--- config.mk ---
export PLATFORM = sky130hd
export DESIGN_NAME = mmq_mont_mul
export DESIGN_NICKNAME = d
export VERILOG_FILES = /design/src/rtl/mmq_pkg.sv /design/src/rtl/mmq_ctrl.sv /design/src/rtl/mmq_digit_pe.sv /design/src/rtl/mmq_word_cpa.sv /design/src/rtl/mmq_mont_mul.sv
export SDC_FILE = /design/constraint.sdc
export NUM_CORES = 2
export LEC_CHECK = 0
export ABC_AREA = 1
export CORE_MARGIN = 5
export CORE_UTILIZATION = 56
export DETAILED_ROUTE_END_ITERATION = 7
export DONT_BUFFER_PORTS = 1
export GPL_TIMING_DRIVEN = 0
export PLACE_DENSITY = 0.71
export SYNTH_ARGS = -nofsm -noshare
export SYNTH_HDL_FRONTEND = slang
export SYNTH_SLANG_ARGS = --single-unit
--- constraint.sdc ---
create_clock -name clk -period 16.28 [get_ports clk]
set_input_delay 3.256 -clock clk [delete_from_list [all_inputs] [get_ports clk]]
set_output_delay 3.256 -clock clk [all_outputs]
set_load 0.005 [all_outputs]
--- src/rtl/mmq_pkg.sv ---
package mmq_pkg;
  typedef enum logic [1:0] {
    ST_IDLE = 2'd0,
    ST_LOOP = 2'd1,
    ST_RES  = 2'd2
  } mmq_state_e;
endpackage

--- src/rtl/mmq_ctrl.sv ---
module mmq_ctrl
  import mmq_pkg::*;
#(
  parameter int NI  = 7,
  parameter int NWD = 4,
  parameter int CW  = 4
) (
  input  logic          clk,
  input  logic          rst_n,
  input  logic          start,
  output logic          load,
  output logic          iter_en,
  output logic          res_en,
  output logic          res_first,
  output logic          res_last,
  output logic          busy,
  output logic [CW-1:0] cnt,
  output logic          done
);
  mmq_state_e    state_q, state_d;
  logic [CW-1:0] cnt_q, cnt_d;
  logic          done_q, done_d;

  always_comb begin
    state_d = state_q;
    cnt_d   = cnt_q;
    done_d  = 1'b0;
    load    = 1'b0;
    unique case (state_q)
      ST_IDLE: begin
        if (start) begin
          load    = 1'b1;
          state_d = ST_LOOP;
          cnt_d   = '0;
        end
      end
      ST_LOOP: begin
        cnt_d = cnt_q + 1'b1;
        if (cnt_q == CW'(NI - 1)) begin
          state_d = ST_RES;
          cnt_d   = '0;
        end
      end
      ST_RES: begin
        cnt_d = cnt_q + 1'b1;
        if (cnt_q == CW'(NWD - 1)) begin
          state_d = ST_IDLE;
          cnt_d   = '0;
          done_d  = 1'b1;
        end
      end
      default: state_d = ST_IDLE;
    endcase
  end

  always_ff @(posedge clk or negedge rst_n) begin
    if (!rst_n) begin
      state_q <= ST_IDLE;
      cnt_q   <= '0;
      done_q  <= 1'b0;
    end else begin
      state_q <= state_d;
      cnt_q   <= cnt_d;
      done_q  <= done_d;
    end
  end

  assign iter_en   = (state_q == ST_LOOP);
  assign res_en    = (state_q == ST_RES);
  assign res_first = res_en && (cnt_q == '0);
  assign res_last  = res_en && (cnt_q == CW'(NWD - 1));
  assign busy      = (state_q != ST_IDLE);
  assign cnt       = cnt_q;
  assign done      = done_q;

  // completion is a single-cycle pulse
  assert_done_pulse_R6: assert property (@(posedge clk) disable iff (!rst_n)
    done_q |=> !done_q);

  // the loop phase runs to its end regardless of start
  assert_loop_not_cut_R7: assert property (@(posedge clk) disable iff (!rst_n)
    (state_q == ST_LOOP && cnt_q != CW'(NI - 1)) |=> (state_q == ST_LOOP));
endmodule

--- src/rtl/mmq_digit_pe.sv ---
module mmq_digit_pe #(
  parameter int N  = 32,
  parameter int V  = 8,
  parameter int ZW = 50
) (
  input  logic          clk,
  input  logic          rst_n,
  input  logic          clear,
  input  logic          en,
  input  logic [V-1:0]  x_dig,
  input  logic [N-1:0]  y,
  input  logic [N-1:0]  mt,
  output logic [ZW-1:0] zs_o,
  output logic [ZW-1:0] zc_o,
  output logic [V-1:0]  qold_o
);
  localparam int PW = N + V + 1;

  logic [ZW-1:0] zs_q, zc_q;
  logic [V-1:0]  qold_q;
  logic [V:0]    low_sum;
  logic [V-1:0]  q_now;
  logic          c_low;
  logic [PW-1:0] prod;
  logic [ZW-1:0] opa, opb, opd;
  logic [ZW-1:0] s_vec, m_vec, c_vec;

  // low digit of the redundant accumulator: quotient and carry into the shift
  always_comb begin
    low_sum = {1'b0, zs_q[V-1:0]} + {1'b0, zc_q[V-1:0]};
    q_now   = low_sum[V-1:0];
    c_low   = low_sum[V];
  end

  // merged product array: held quotient times Mt plus digit times Y
  always_comb begin
    prod = PW'(qold_q) * PW'(mt) + PW'(x_dig) * PW'(y);
  end

  always_comb begin
    opa = zs_q >> V;
    opb = zc_q >> V;
    opd = {{(ZW - PW){1'b0}}, prod};
  end

  // one level of 3:2 compression
  genvar k;
  generate
    for (k = 0; k < ZW; k++) begin : g_fa
      assign s_vec[k] = opa[k] ^ opb[k] ^ opd[k];
      assign m_vec[k] = (opa[k] & opb[k]) | (opa[k] & opd[k]) | (opb[k] & opd[k]);
    end
  endgenerate

  assign c_vec = {m_vec[ZW-2:0], c_low};

  always_ff @(posedge clk or negedge rst_n) begin
    if (!rst_n) begin
      zs_q   <= '0;
      zc_q   <= '0;
      qold_q <= '0;
    end else if (clear) begin
      zs_q   <= '0;
      zc_q   <= '0;
      qold_q <= '0;
    end else if (en) begin
      zs_q   <= s_vec;
      zc_q   <= c_vec;
      qold_q <= q_now;
    end
  end

  assign zs_o   = zs_q;
  assign zc_o   = zc_q;
  assign qold_o = qold_q;

  // redundant update carries the exact shifted sum plus products
  logic [ZW:0] z_now_val, z_nxt_val, z_ref_val;
  always_comb begin
    z_now_val = {1'b0, zs_q} + {1'b0, zc_q};
    z_ref_val = (z_now_val >> V) + (ZW + 1)'(prod);
    z_nxt_val = {1'b0, s_vec} + {1'b0, c_vec};
  end

  assert_csa_exact_R9: assert property (@(posedge clk) disable iff (!rst_n)
    en |-> (z_nxt_val == z_ref_val));
endmodule

--- src/rtl/mmq_word_cpa.sv ---
module mmq_word_cpa #(
  parameter int W   = 16,
  parameter int NWD = 4,
  parameter int CW  = 4
) (
  input  logic             clk,
  input  logic             rst_n,
  input  logic             en,
  input  logic             first,
  input  logic             last,
  input  logic [CW-1:0]    idx,
  input  logic [NWD*W-1:0] zs,
  input  logic [NWD*W-1:0] zc,
  output logic [NWD*W-1:0] res_o
);
  localparam int ZP = NWD * W;

  logic [W-1:0]  wa, wb, wsum;
  logic          cin, cout, cy_q;
  logic [ZP-1:0] res_q, res_d;

  always_comb begin
    wa = '0;
    wb = '0;
    for (int k = 0; k < NWD; k++) begin
      if (idx == CW'(k)) begin
        wa = zs[k*W +: W];
        wb = zc[k*W +: W];
      end
    end
    cin          = first ? 1'b0 : cy_q;
    {cout, wsum} = {1'b0, wa} + {1'b0, wb} + {{W{1'b0}}, cin};
  end

  generate
    if (NWD > 1) begin : g_multi
      assign res_d = {wsum, res_q[ZP-1:W]};
    end else begin : g_single
      assign res_d = wsum;
    end
  endgenerate

  always_ff @(posedge clk or negedge rst_n) begin
    if (!rst_n) begin
      cy_q  <= 1'b0;
      res_q <= '0;
    end else if (en) begin
      cy_q  <= cout;
      res_q <= res_d;
    end
  end

  assign res_o = res_q;

  // resolution never overflows the top word
  assert_no_overflow_R9: assert property (@(posedge clk) disable iff (!rst_n)
    (en && last) |-> !cout);
endmodule

--- src/rtl/mmq_mont_mul.sv ---
module mmq_mont_mul #(
  parameter int N = 32,
  parameter int V = 8,
  parameter int W = 16
) (
  input  logic                 clk,
  input  logic                 rst_n,
  input  logic                 start,
  input  logic [N-1:0]         x_in,
  input  logic [N-1:0]         y_in,
  input  logic [N-1:0]         mt_in,
  output logic [N+2*V+1:0]     z_out,
  output logic                 done
);
  localparam int ZW  = N + 2 * V + 2;
  localparam int RW  = N + 2 * V + 2;
  localparam int NI  = N / V + 3;
  localparam int NWD = (ZW + W - 1) / W;
  localparam int ZP  = NWD * W;
  localparam int CW  = $clog2(NI + NWD + 1);

  logic          load, iter_en, res_en, res_first, res_last, busy;
  logic [CW-1:0] cnt;
  logic [N-1:0]  x_q, y_q, mt_q;
  logic [N-1:0]  x_d, y_d, mt_d;
  logic [ZW-1:0] zs, zc;
  logic [ZP-1:0] zs_p, zc_p, res;
  logic [V-1:0]  qold;

  mmq_ctrl #(.NI(NI), .NWD(NWD), .CW(CW)) u_ctrl (
    .clk      (clk),
    .rst_n    (rst_n),
    .start    (start),
    .load     (load),
    .iter_en  (iter_en),
    .res_en   (res_en),
    .res_first(res_first),
    .res_last (res_last),
    .busy     (busy),
    .cnt      (cnt),
    .done     (done)
  );

  // operand registers: next-state then storage
  always_comb begin
    x_d  = x_q;
    y_d  = y_q;
    mt_d = mt_q;
    if (load) begin
      x_d  = x_in;
      y_d  = y_in;
      mt_d = mt_in;
    end else if (iter_en) begin
      x_d = x_q >> V;
    end
  end

  always_ff @(posedge clk or negedge rst_n) begin
    if (!rst_n) begin
      x_q  <= '0;
      y_q  <= '0;
      mt_q <= '0;
    end else if (load || iter_en) begin
      x_q  <= x_d;
      y_q  <= y_d;
      mt_q <= mt_d;
    end
  end

  mmq_digit_pe #(.N(N), .V(V), .ZW(ZW)) u_pe (
    .clk   (clk),
    .rst_n (rst_n),
    .clear (load),
    .en    (iter_en),
    .x_dig (x_q[V-1:0]),
    .y     (y_q),
    .mt    (mt_q),
    .zs_o  (zs),
    .zc_o  (zc),
    .qold_o(qold)
  );

  generate
    if (ZP > ZW) begin : g_pad
      assign zs_p = {{(ZP - ZW){1'b0}}, zs};
      assign zc_p = {{(ZP - ZW){1'b0}}, zc};
    end else begin : g_nopad
      assign zs_p = zs;
      assign zc_p = zc;
    end
  endgenerate

  mmq_word_cpa #(.W(W), .NWD(NWD), .CW(CW)) u_cpa (
    .clk  (clk),
    .rst_n(rst_n),
    .en   (res_en),
    .first(res_first),
    .last (res_last),
    .idx  (cnt),
    .zs   (zs_p),
    .zc   (zc_p),
    .res_o(res)
  );

  // shift the resolved accumulator up one digit and insert the held quotient
  assign z_out = {res[RW-V-1:0], qold};

  // operands captured at start stay frozen for the whole operation
  assert_ops_held_R7: assert property (@(posedge clk) disable iff (!rst_n)
    (busy && $past(busy)) |-> ($stable(y_q) && $stable(mt_q)));

  // result stays put while idle and no start is taken
  assert_result_hold_R8: assert property (@(posedge clk) disable iff (!rst_n)
    (!busy && !$past(busy) && !$past(load)) |-> $stable(z_out));
endmodule

After elaboration in Yosys (flattened, before gate mapping)
Cells that the tools add are included.
Word-level totals
  logic and storage cells: 355
  flip-flop bits (word level): 276
  output and inout port bits: 51
  input port bits: 99
Cells by class
  multipliers: 2
  bitwise logic cells: 289
  multiplexer cells: 29
  reduce and logical (&&, ||, !) cells: 10
  $add $sub $neg: 5
  equality and inequality tests: 9
Operator list (count)
  $mux W50: 4
  $mux W16: 8
  $and A1 B1 Y1: 124
  $xor A1 B1 Y1: 83
  $or A1 B1 Y1: 82
  $mul A8 B32 Y40: 2
  $mux W32: 2
  $add A40 B40 Y41: 1
  $add A16 B16 Y17: 1
  $add A17 B1 Y17: 1
  $mux W8: 2
  $mux W4: 3
  $pmux W4 S3: 1
  $add A8 B8 Y9: 1
  $eq A4 B2 Y1 const B: 2
  $mux W2: 3
  $pmux W2 S3: 1
  $reduce_and A2 Y1: 3
  $mux W1: 5
  $add A4 B1 Y4 const B: 1
  $eq A4 B1 Y1 const B: 1
  $eq A4 B3 Y1 const B: 1
  $logic_not A4 Y1: 1
  $ne A2 B1 Y1 const B: 2
  other kinds (9): 9

Depth between registers and ports, before layout
  word-level depth: 7
  mapped depth: 29
  depth with buffers taken out: 27

Modules after synthesis
From an unflattened synthesis, not the netlist that was laid out.
Unflattened totals
  cells, all modules: 3891
  area total of the unflattened synthesis: 29962.5 um^2
By module, submodules not included
  mmq_digit_pe: cells an instance 2709, instances 1, area each 21071.5 um^2, sequential area each 2077.0 um^2
  mmq_word_cpa: cells an instance 663, instances 1, area each 4515.6 um^2, sequential area each 1626.6 um^2
  mmq_mont_mul: cells an instance 461, instances 1, area each 3892.5 um^2, sequential area each 2402.3 um^2
  mmq_ctrl: cells an instance 58, instances 1, area each 483.0 um^2, sequential area each 175.2 um^2

Worst setup path after synthesis
Ideal clock, no wire load.
  path type: register to register
  start: register u_pe.qold_q[1] (netlist: u_pe.qold_o[1])
  end: register u_pe.zs_q[19] (netlist: u_pe.zs_o[19])
  clock period less this slack: 5.912 ns
  arrival: 5.780 ns
  cell stages (with the launch flop): 26
  setup slack: 10.368 ns
  cell sequence: dfrtp_1 clkbuf_1 clkbuf_1 nand2_1 fa_1 inv_1 fa_1 inv_1 fa_1 inv_1 fa_1 fa_1 inv_1 fa_1 inv_1 ha_1 nand2_1 nor2_2 inv_1 nor3_2 nand2_1 nand2_1 a31oi_1 xor2_1 fa_1 o22ai_1
Between the ends
  cells in the longest elaborated chain, start to end: 5
RTL lines
  from (decl): line mmq_digit_pe.sv:20  | logic [V-1:0] qold_q;
  from (signal assigned): line mmq_digit_pe.sv:69  | qold_q <= q_now;
  $mul A8 B32 Y40: line mmq_digit_pe.sv:37  | prod = PW'(qold_q) * PW'(mt) + PW'(x_dig) * PW'(y);
  $add A40 B40 Y41: line mmq_digit_pe.sv:37
  $xor A1 B1 Y1: line mmq_digit_pe.sv:50  | assign s_vec[k] = opa[k] ^ opb[k] ^ opd[k];
  $mux W50: line mmq_digit_pe.sv:66  | end else if (en) begin
  $mux W50: line mmq_digit_pe.sv:62  | end else if (clear) begin
  to (signal assigned): line mmq_digit_pe.sv:67  | zs_q <= s_vec;
  to (decl): line mmq_digit_pe.sv:19  | logic [ZW-1:0] zs_q, zc_q;
No other way between the ends. The select of a mux whose other input is x is not followed.
A chain may end at the register's enable or synchronous reset.

Worst setup path after layout
  start: register u_pe.qold_q[7] (netlist: u_pe.qold_o[7])
  end: register u_pe.zs_q[25] (netlist: u_pe.zs_o[25])
The elaborated chain is that of the path after synthesis.

==> run metrics <==
drt initial violations=2,202; Clock Sinks=~250; post-layout min period=7.66 ns; vias in the first global route=between 20,000 and 25,000; Rel. slew slack=0.0628; layout cells sized above 1=0.0334; WP data arrival=8.16 ns; Slowest-stage cell, CP=clkbuf_1; CTS hold repair buffers=0; drt total wl=83.8 mm; synth unique cells=38; Yosys top cell area share=0.317; DIE HEIGHT=238 um; CP Max Fanout=10; top routing layer in use=met4; clk_lat worst skew=roughly 0.60 ns; Initial Util=0.567; CTS tree=built; first-pass GRT wire length=130 mm; Final Max Slew Viols=0; Synth area leaders=fa_1, dfrtp_1, nand2_1, inv_1, ha_1; Die Area=56,700 um2; initial antenna violation count=3; CTS max path bufs=3; Crit path max-delay family=adder cells; CP peak stage delay=0.74 ns; syn_area_per_cell=about 7.8 um2; R2R Path End=u_pe.zs_o[25]; area leader, netlist=fa_1; Met1 Wirelength=35.2 mm; Worst setup SP type=flip-flop; launching point of the worst reg2reg path=u_pe.qold_o[7]; Worst-path clk slew=0.06 ns; Main synth FF type=dfrtp_1; via count=about 24,000; Num CTS Buffers=30; Max H-tree Level=1; status=finished clean; worst setup margin=approximately 8.6 ns; post_cts resized=0; metal2 WL=37.3 mm; Yosys warnings=0; Worst Setup SP=u_pe.qold_o[7]; critical path class=flip-flop to flip-flop; Setup WS pre-CTS=a little under 9 ns; setup TNS=0 ns; RSZ-0062 raised after global routing=false; reg2reg setup slack=8.62 ns; EDFF count, synth=0; Tot GR Track Use=0.296; most common cell after layout, fill and taps aside=nand2_1; core footprint=51,400 um2; Gate Count Post-Synth=3,746; most frequent CP cell=fa_1; Ports=150; first-pass detailed-route iteration total=6; post-detail-place hpwl=about 70 mm; commonest cells after routing, fill and taps aside=nand2_1, inv_1, fa_1; worst path cell trace=clkbuf_1, clkbuf_1, nand2_1, fa_1, inv_1, fa_1, fa_1, fa_1, fa_1, inv_1, fa_1, inv_1, ha_1, nand2_2, inv_1, a21oi_1, nor2_1, nor2_1, nand2_1, nand3_1, nand2_1, xnor2_1, fa_1, o22ai_1; syn_nets=4,435; Hold Vio Cnt, Final=0; Final Setup Violations=0; Critical Path End Type=flip-flop; largest net degree at the start of global routing=252; die width=238 um; worst hold path class=flip-flop to flip-flop; Netlist Area Pre-Place=around 29,000 um2; synthesis-to-layout area growth=6.58%; Cell Rows=83; Worst Setup EP=u_pe.zs_o[25]; CP bufs+invs=6; Final Wtd Congestion=0.977; DR vias/cell=5.26; fmax=0.131 GHz; fin crit share=0.470; Layout Skew=0.0267 ns; port bufs=0; Crit path required time=about 17 ns; r2r worst-path depth=24; ys async rst share=1.00; DRC viols=0; antenna-violating nets left=0; CP Depth=24; WL met3=8.15 mm; Total Nets Final=4,467; Yosys reg bits=approximately 250; Wirelength per Cell=roughly 19 um; setup bufs post-CTS=0; root buffer cell=clkbuf_16; sequential area share after synthesis=0.216; actual slew at the worst max-slew pin=1.41 ns; # Max-Cap Violations=0; total gr overflow=0
kinds of logic after synthesis:
group | Yosys count | share of synthesized area
XOR/XNOR | 37 | 0.0114
adder cells (fa/ha/maj) | 590 | 0.372
AND/OR/NAND/NOR | 1504 | 0.202
AO/OA/AOI/OAI | 253 | 0.0496
flip-flops | 251 | 0.216
buffers and inverters | 1111 | 0.149
synthesized netlist by cell type, types with 42 or more instances:
library cell,instances
nand3_1,90
o22ai_1,42
clkbuf_1,165
fa_1,462
dfrtp_1,251
nand2_1,1293
a21oi_1,80
o21ai_0,73
inv_1,871
nor2_1,76
ha_1,128
buf_4,42
metrics by stage:
step / utilization / std cells / hold slack [ns] / area (um2)
CTS: 0.604 / 4479 / 0.476 / 31100
detailed placement: 0.583 / 4426 / 0.461 / 30000
global route: 0.604 / 4479 / 0.494 / 31100
finish: 0.604 / 4480 / 0.471 / 31100
global placement: 0.583 / 4426 / 0.454 / 30000
floorplan: - / 3746 / 0.442 / 29100
tightest hold or removal path: cells and delay by family, from the launching register on:
kind / cells / cell delay [ns]
flops: 1 / 0.34
simple gates: 2 / 0.09
cell type report:
cell class	count	area, um2
well taps	680	851
clock buffers	39	855
clock inverters	14	209
flip-flops and latches	251	6280
inverters	874	3280
diodes	1	2.50
multi-input cells	2384	18500
fillers	4746	20300
plain buffers	237	1060
per-layer routing:
metal / up-vias / global-route usage
met5: - / 0
met4: 0 / 0.0903
met3: 177 / 0.0641
met2: 949 / 0.458
met1: 11500 / 0.424
li1: 10900 / -
flip-flops by register name (all words and copies together), names as in the netlist:
| signal | flops |
|---|---|
| u_pe.zc_o | 34 |
| y_q | 32 |
| u_ctrl.done | 1 |
| mt_q | 32 |
| x_q | 32 |
| u_ctrl.state_q | 2 |
| u_ctrl.cnt | 4 |
| u_cpa.res_o | 64 |
| u_cpa.cy_q | 1 |
| u_pe.qold_o | 8 |
| u_pe.zs_o | 41 |
how the worst min path moves through the flow:
| stage | start | end | slack [ns] | cells past startpoint |
|---|---|---|---|---|
| global placement | u_cpa.res_o[49] | u_cpa.res_o[49] | 0.45 | 2 |
| floorplan | u_cpa.res_o[42] | u_cpa.res_o[42] | 0.44 | 2 |
| CTS | u_cpa.res_o[6] | u_cpa.res_o[6] | 0.48 | 2 |
| detailed placement | u_cpa.res_o[6] | u_cpa.res_o[6] | 0.46 | 2 |
| finish | u_cpa.res_o[13] | u_cpa.res_o[13] | 0.47 | 2 |
| global route | u_cpa.res_o[46] | u_cpa.res_o[30] | 0.49 | 2 |
Power is left out: the tool's default activity adds up to more than one toggle a clock period on the data nets, which glitch-free logic cannot reach.
